File: config.mk
export PLATFORM = sky130hd
export DESIGN_NAME = burst_sram
export DESIGN_NICKNAME = d
export VERILOG_FILES = /design/src/rtl/burst_sram_pkg.sv /design/src/rtl/bsr_cmd_decode.sv /design/src/rtl/bsr_burst_addr.sv /design/src/rtl/bsr_lane_array.sv /design/src/rtl/burst_sram.sv
export SDC_FILE = /design/constraint.sdc
export NUM_CORES = 2
export LEC_CHECK = 0
export BUFFER_PORTS_ARGS = -buffer_cell sky130_fd_sc_hd__buf_2
export CORE_MARGIN = 2
export CORE_UTILIZATION = 30
export DETAILED_ROUTE_END_ITERATION = 6
export PLACE_DENSITY = 0.45
export SLEW_MARGIN = 20
export SYNTH_ARGS = -nofsm -noshare
export SYNTH_HDL_FRONTEND = slang
export SYNTH_SLANG_ARGS = --single-unit
export TNS_END_PERCENT = 50
File: constraint.sdc
create_clock -name clk -period 5.1 [get_ports clk]
set_input_delay 0.51 -clock clk [delete_from_list [all_inputs] [get_ports clk]]
set_output_delay 0.51 -clock clk [all_outputs]
set_load 0.05 [all_outputs]
File: src/rtl/burst_sram_pkg.sv
package burst_sram_pkg;

   // Kind of array access carried by the input stage.
   typedef enum logic [1:0] {
      ACC_IDLE = 2'd0,
      ACC_RD   = 2'd1,
      ACC_WR   = 2'd2
   } bsr_acc_e;

endpackage

File: src/rtl/bsr_cmd_decode.sv
module bsr_cmd_decode
   import burst_sram_pkg::*;
#(
   parameter int LANES = 4
) (
   input  logic             clk,
   input  logic             rst,
   input  logic             lock,
   input  logic             proc_n,
   input  logic             ctrl_n,
   input  logic             sel1_n,
   input  logic             sel2,
   input  logic             sel3_n,
   input  logic             adv_n,
   input  logic             gwr_n,
   input  logic             bwr_n,
   input  logic [LANES-1:0] lane_sel_n,
   output bsr_acc_e         kind,
   output logic             load,
   output logic             adv_go,
   output logic             kill,
   output logic [LANES-1:0] lanes_we
);

   logic active_q;
   logic proc_seen;
   logic start;
   logic chip_on;
   logic wr_req;

   always_comb begin
      proc_seen = !proc_n && !sel1_n;
      start     = proc_seen || !ctrl_n;
      chip_on   = !sel1_n && sel2 && !sel3_n;
      wr_req    = !gwr_n || (!bwr_n && (lane_sel_n != {LANES{1'b1}}));
      kind      = ACC_IDLE;
      load      = 1'b0;
      adv_go    = 1'b0;
      kill      = 1'b0;
      if (lock) begin
         kill = 1'b1;
      end else if (start && chip_on) begin
         load = 1'b1;
         kind = (proc_seen || !wr_req) ? ACC_RD : ACC_WR;
      end else if (start) begin
         kill = 1'b1;
      end else if (active_q) begin
         adv_go = !adv_n;
         kind   = wr_req ? ACC_WR : ACC_RD;
      end
   end

   for (genvar g = 0; g < LANES; g++) begin : g_lane_we
      assign lanes_we[g] = !gwr_n || (!bwr_n && !lane_sel_n[g]);
   end

   always_ff @(posedge clk) begin
      if (rst)       active_q <= 1'b0;
      else if (load) active_q <= 1'b1;
      else if (kill) active_q <= 1'b0;
   end

endmodule

File: src/rtl/bsr_burst_addr.sv
module bsr_burst_addr #(
   parameter int ADDR_W     = 6,
   parameter bit INTERLEAVE = 1'b0
) (
   input  logic              clk,
   input  logic              rst,
   input  logic              load,
   input  logic              adv_go,
   input  logic [ADDR_W-1:0] addr_in,
   output logic [ADDR_W-1:0] acc_addr
);

   logic [ADDR_W-1:0] base_q;
   logic [1:0]        step_q;
   logic [1:0]        step_eff;
   logic [1:0]        lo;

   assign step_eff = step_q + {1'b0, adv_go};

   if (INTERLEAVE) begin : g_xor_order
      assign lo = base_q[1:0] ^ step_eff;
   end else begin : g_lin_order
      assign lo = base_q[1:0] + step_eff;
   end

   assign acc_addr = load ? addr_in : {base_q[ADDR_W-1:2], lo};

   always_ff @(posedge clk) begin
      if (rst) begin
         base_q <= '0;
         step_q <= '0;
      end else if (load) begin
         base_q <= addr_in;
         step_q <= '0;
      end else if (adv_go) begin
         step_q <= step_eff;
      end
   end

endmodule

File: src/rtl/bsr_lane_array.sv
module bsr_lane_array #(
   parameter int ADDR_W = 6,
   parameter int LANES  = 4,
   parameter int LANE_W = 8
) (
   input  logic                    clk,
   input  logic                    wr_en,
   input  logic [ADDR_W-1:0]       wr_addr,
   input  logic [LANES-1:0]        wr_lanes,
   input  logic [LANES*LANE_W-1:0] wr_data,
   input  logic                    rd_en,
   input  logic [ADDR_W-1:0]       rd_addr,
   output logic [LANES*LANE_W-1:0] rd_q
);

   localparam int DEPTH = 1 << ADDR_W;

   for (genvar g = 0; g < LANES; g++) begin : g_lane
      logic [LANE_W-1:0] cells [DEPTH];
      logic [LANE_W-1:0] q_r;

      always_ff @(posedge clk) begin
         if (wr_en && wr_lanes[g]) cells[wr_addr] <= wr_data[g*LANE_W +: LANE_W];
         if (rd_en)                q_r <= cells[rd_addr];
      end

      assign rd_q[g*LANE_W +: LANE_W] = q_r;
   end

endmodule

File: src/rtl/burst_sram.sv
module burst_sram
   import burst_sram_pkg::*;
#(
   parameter int ADDR_W     = 6,
   parameter int LANES      = 4,
   parameter int LANE_W     = 8,
   parameter bit INTERLEAVE = 1'b0,
   parameter int SLEEP_SYNC = 2
) (
   input  logic                    clk,
   input  logic                    rst,
   input  logic                    sel1_n,
   input  logic                    sel2,
   input  logic                    sel3_n,
   input  logic                    astb_p_n,
   input  logic                    astb_c_n,
   input  logic                    adv_n,
   input  logic                    gwr_n,
   input  logic                    bwr_n,
   input  logic [LANES-1:0]        lane_sel_n,
   input  logic [ADDR_W-1:0]       addr,
   input  logic [LANES*LANE_W-1:0] wdata,
   input  logic                    oe_n,
   input  logic                    sleep,
   output logic [LANES*LANE_W-1:0] rdata,
   output logic                    rdata_oe
);

   localparam int DATA_W = LANES * LANE_W;

   if (ADDR_W < 2) begin : g_bad_addr
      $error("burst_sram: ADDR_W must cover a four-word burst");
   end
   if (LANES < 1 || LANE_W < 1) begin : g_bad_lane
      $error("burst_sram: lane count and width must be positive");
   end
   if (SLEEP_SYNC < 2) begin : g_bad_sync
      $error("burst_sram: SLEEP_SYNC must be at least 2");
   end

   // Sleep request synchroniser; its last stage is the sleep state.
   logic [SLEEP_SYNC-1:0] zz_pipe;
   logic                  sleep_st;

   always_ff @(posedge clk) begin
      if (rst) zz_pipe <= '0;
      else     zz_pipe <= {zz_pipe[SLEEP_SYNC-2:0], sleep};
   end
   assign sleep_st = zz_pipe[SLEEP_SYNC-1];

   bsr_acc_e          kind;
   logic              load;
   logic              adv_go;
   logic              kill;
   logic [LANES-1:0]  lanes_we;
   logic [ADDR_W-1:0] acc_addr;

   bsr_cmd_decode #(.LANES(LANES)) u_decode (
      .clk        (clk),
      .rst        (rst),
      .lock       (sleep_st),
      .proc_n     (astb_p_n),
      .ctrl_n     (astb_c_n),
      .sel1_n     (sel1_n),
      .sel2       (sel2),
      .sel3_n     (sel3_n),
      .adv_n      (adv_n),
      .gwr_n      (gwr_n),
      .bwr_n      (bwr_n),
      .lane_sel_n (lane_sel_n),
      .kind       (kind),
      .load       (load),
      .adv_go     (adv_go),
      .kill       (kill),
      .lanes_we   (lanes_we)
   );

   bsr_burst_addr #(.ADDR_W(ADDR_W), .INTERLEAVE(INTERLEAVE)) u_burst (
      .clk      (clk),
      .rst      (rst),
      .load     (load),
      .adv_go   (adv_go),
      .addr_in  (addr),
      .acc_addr (acc_addr)
   );

   // Input stage: the access taken at this edge.
   bsr_acc_e          s1_kind;
   logic [ADDR_W-1:0] s1_addr;
   logic [LANES-1:0]  s1_lanes;
   logic [DATA_W-1:0] s1_data;
   logic              out_vld_q;

   always_ff @(posedge clk) begin
      if (rst) begin
         s1_kind   <= ACC_IDLE;
         out_vld_q <= 1'b0;
      end else begin
         s1_kind   <= kind;
         out_vld_q <= !kill && (s1_kind == ACC_RD);
      end
      s1_addr  <= acc_addr;
      s1_lanes <= lanes_we;
      s1_data  <= wdata;
   end

   bsr_lane_array #(.ADDR_W(ADDR_W), .LANES(LANES), .LANE_W(LANE_W)) u_array (
      .clk      (clk),
      .wr_en    (s1_kind == ACC_WR),
      .wr_addr  (s1_addr),
      .wr_lanes (s1_lanes),
      .wr_data  (s1_data),
      .rd_en    (s1_kind == ACC_RD),
      .rd_addr  (s1_addr),
      .rd_q     (rdata)
   );

   assign rdata_oe = out_vld_q && !oe_n && (s1_kind != ACC_WR) && !sleep_st;

endmodule

==> flow_summary_export.csv <==
group,metric,value,unit
critical_path,r2r_end,"u_array.g_lane[1].q_r[7]$_DFFE_PP_",
critical_path,r2r_slack,1.05,ns
critical_path,max_stage_delay,0.73,ns
logic_synthesis,synth_top_area_cell,"edfxtp_1",
global_route,overflow,0,
placement,io_buffers,86,
die,die_h,524,µm
critical_path,arrival,4.67,ns
hold_path,holdPathStages,4,
sta,rsz0062_at_grt,"false",
cts,cts_tree,"yes",
cts,h-tree-depth,4,
logic_synthesis,synth_seq_area_share,0.783,
critical_path,cp_cell_sequence,"buf_4 > buf_4 > mux4_2 > mux2i_1 > o22ai_1 > nor4_1 > nand3_1",
power_and_ir_drop,ir_drop,0.285,mV
cts,cts_buffers,236,
sta,hold_viol_final,0,
hold_path,hold_start,"bwr_n",
drt,drt_first_pass_iters,5,
logic_synthesis,synth_seq_cells,2136,
logic_synthesis,ys_dominant_reg_cell,"edfxtp_1",
critical_path,setup.worst_path.end_class,"flop",
critical_path,worstPathRequired,5.72,ns
logic_synthesis,synthArstFlopShare,0,
critical_path,critPathLaunchType,"flop",
die,core,270000,µm²
logic_synthesis,synth.area.top_cells,"edfxtp_1, mux4_2, mux2i_1",
global_route,grt_pass1_wl,344000,µm
power_and_ir_drop,p_leak,29.0,nW
layout,seq_area,63600,µm²
placement,placed_cell_area,86600,µm²
cts,clock_latency,0.91,ns
drt,routed_via_density,5.13,
sta,worst_pin_slew,1.14,ns
logic_synthesis,synth_edf_count,2080,
drt,wl,249000,µm
layout,drive_gt1_frac,0.234,
cts,clock_sinks,2136,
global_route,grt_pass1_vias,42000,
layout,area_growth_syn_to_layout,16.3,%
die,dieArea,275000,µm²
sta,min_period_over_period,0.794,
cts,clkTransAtPathRegs,0.06,ns
critical_path,crit_slowest_cell,"nor4_1",
critical_path,r2r-start,"s1_addr[0]$_DFF_P_",
run,drv_cap,0,
critical_path,reg2reg_depth,7,
cts,ctsResizeCount,0,
sta,fmax,247,MHz
logic_synthesis,ys_types,55,
die,initial_core_util,0.301,
sta,finalSetupTns,0,ns
hold_path,hp-class,"in2reg",
global_route,gr-usage-all-layers,0.177,
logic_synthesis,yosys.area.top_type_share,0.769,
sta,period_minus_slack,4.05,ns
logic_synthesis,netlist_area,81200,µm²
logic_synthesis,ys_top_cells_by_count,"edfxtp_1, nor2_1, mux4_2",
drt,via_count,42200,
critical_path,critPathMaxFanout,28,
power_and_ir_drop,powerDensity,395,nW/µm²
status,run_status,"complete, no violations",
layout,num-nets-final,4514,
placement,gp_congestion,0.782,
die,rows,191,
hold_path,holdPathEnd,"s1_kind[0]$_SDFF_PP0_",
global_route,antenna_found_initial,10,
sta,finalSetupViolCount,0,
sta,skew,0.0817,ns
drt,final_antenna_net_count,0,
logic_synthesis,syn_inst,4156,
logic_synthesis,ys_warn_count,0,
die,fp.dieW,524,µm
placement,hpwl,149000,µm
drt,drt_iter0_markers,4264,
logic_synthesis,synth_fp_nets,4212,
sta,slew_violations,0,
layout,stdcell_area,94500,µm²
drt,drc,0,
critical_path,worstSetupPathType,"reg2reg",
logic_synthesis,syn_avg_cell_area,19.5,µm²
cts,cts_buffer_depth,4,
layout,fin_util,0.350,
drt,wire_per_inst,30.3,µm
global_route,grt_max_degree,114,
critical_path,cpMostUsedCell,"buf_4",
logic_synthesis,yosysMostFrequentCell,"edfxtp_1",
layout,multiInputGateArea,16500,µm²
die,io_pins,87,
cts,cts-root-buf,"clkbuf_16",
sta,maxSlewHeadroom,0.235,
layout,final.fill_count,25400,
## worst max path at each step
stage	start	to	slack, ns	depth (start not counted)
2_1_floorplan	s1_kind[1]$_SDFF_PP0_	rdata_oe	2.41	3
6_report	s1_addr[0]$_DFF_P_	u_array.g_lane[1].q_r[7]$_DFFE_PP_	1.05	7
3_3_place_gp	s1_addr[0]$_DFF_P_	u_array.g_lane[1].q_r[7]$_DFFE_PP_	0.94	7
5_1_grt	s1_addr[0]$_DFF_P_	u_array.g_lane[1].q_r[7]$_DFFE_PP_	0.82	7
4_1_cts	s1_addr[0]$_DFF_P_	u_array.g_lane[1].q_r[7]$_DFFE_PP_	1.01	7
3_5_place_dp	s1_addr[0]$_DFF_P_	u_array.g_lane[1].q_r[7]$_DFFE_PP_	0.98	7
## per-layer routing
| metal | vias to the layer above | track usage | routed length [µm] |
|---|---|---|---|
| met5 | - | 0 | 67 |
| met4 | 12 | 0.0475 | 6690 |
| met3 | 353 | 0.0292 | 13800 |
| met2 | 1384 | 0.279 | 116000 |
| met1 | 22600 | 0.253 | 113000 |
| li1 | 17800 | - | - |
## flip-flops by register name (all words and copies together), names as in the netlist
register,flops
u_array.g_lane.q_r,32
s1_addr,6
zz_pipe,2
s1_data,32
u_decode.active_q,1
s1_lanes,4
u_burst.base_q,6
out_vld_q,1
u_burst.step_q,2
u_array.g_lane.cells,2048
s1_kind,2
## stage by stage
| step | total power, W | hold slack (ns) | setup slack (ns) | instances |
|---|---|---|---|---|
| global placement | 0.0213 | 0.420 | 0.945 | 7731 |
| CTS | 0.0377 | 0.0382 | 1.01 | 8218 |
| global route | 0.0384 | 0.103 | 0.817 | 8219 |
| finish | 0.0373 | 0.110 | 1.05 | 8224 |
| floorplan | 0.0206 | 0.414 | 2.41 | 4156 |
| detailed placement | 0.0213 | 0.430 | 0.976 | 7731 |
## cells by family (layout without fill, tap and decap cells)
logic type      after synthesis  count (layout)  share of synthesized area
simple gates                504             504                     0.0271
fa+ha+maj                     2               2                   0.000308
xor+xnor                      4               4                   0.000431
compound gates              627             627                     0.0582
mux                         610             610                      0.116
buf+inv                     273             765                     0.0154
flops                      2136            2136                      0.783
other cells                   0               6                          0
## worst max-delay path: cells and delay by family (launching register included)
kind                   cells  cell delay [ns]
AOI/OAI and AO/OA          1             0.17
and+or+nand+nor            2             0.90
buffers and inverters      2             1.15
muxes                      2             0.82
DFF                        1             0.66
## layout by cell type, fill, tap and decap left out, types with 8 or more instances in the layout
cell type / netlist / routed
clkbuf_16: 0 / 239
buf_2: 89 / 86
dfxtp_1: 56 / 21
dlygate4sd3_1: 0 / 59
mux2_2: 124 / 124
dfxtp_2: 0 / 31
a22oi_1: 183 / 183
a31oi_1: 59 / 59
clkinv_2: 0 / 56
buf_12: 0 / 8
o211ai_1: 32 / 32
edfxtp_1: 2080 / 2080
or2_2: 30 / 30
o21ai_0: 48 / 48
o22a_1: 27 / 27
clkinv_1: 0 / 43
bufinv_16: 0 / 16
clkbuf_1: 127 / 51
buf_4: 16 / 183
mux2i_1: 235 / 235
clkinvlp_4: 0 / 8
nand2_1: 111 / 107
mux4_2: 251 / 251
a221oi_1: 161 / 161
nor2b_1: 12 / 10
nor3_1: 33 / 31
o221ai_1: 31 / 31
o22ai_1: 65 / 65
nor2_1: 271 / 265
## power breakdown
part	internal, W	switching, W
Sequential	0.0193	0.0000432
Combinational	0.000511	0.00106
Clock	0.00938	0.00702
## final cells by class
class                      instances  area share
antenna                            6    0.000159
inverter                           1    0.000119
multi-input combinational       1747       0.175
tap                             3570      0.0473
sequential                      2136       0.673
clock buffer                     291      0.0655
timing repair buffer             336      0.0270
clock inverter                   137      0.0119
## repair_timing
item,in CTS,in global routing
hold buffers,59,0
hold endpoints to repair,55,0
setup buffers,0,0
Note: power is estimated with default switching activity, not from simulation.
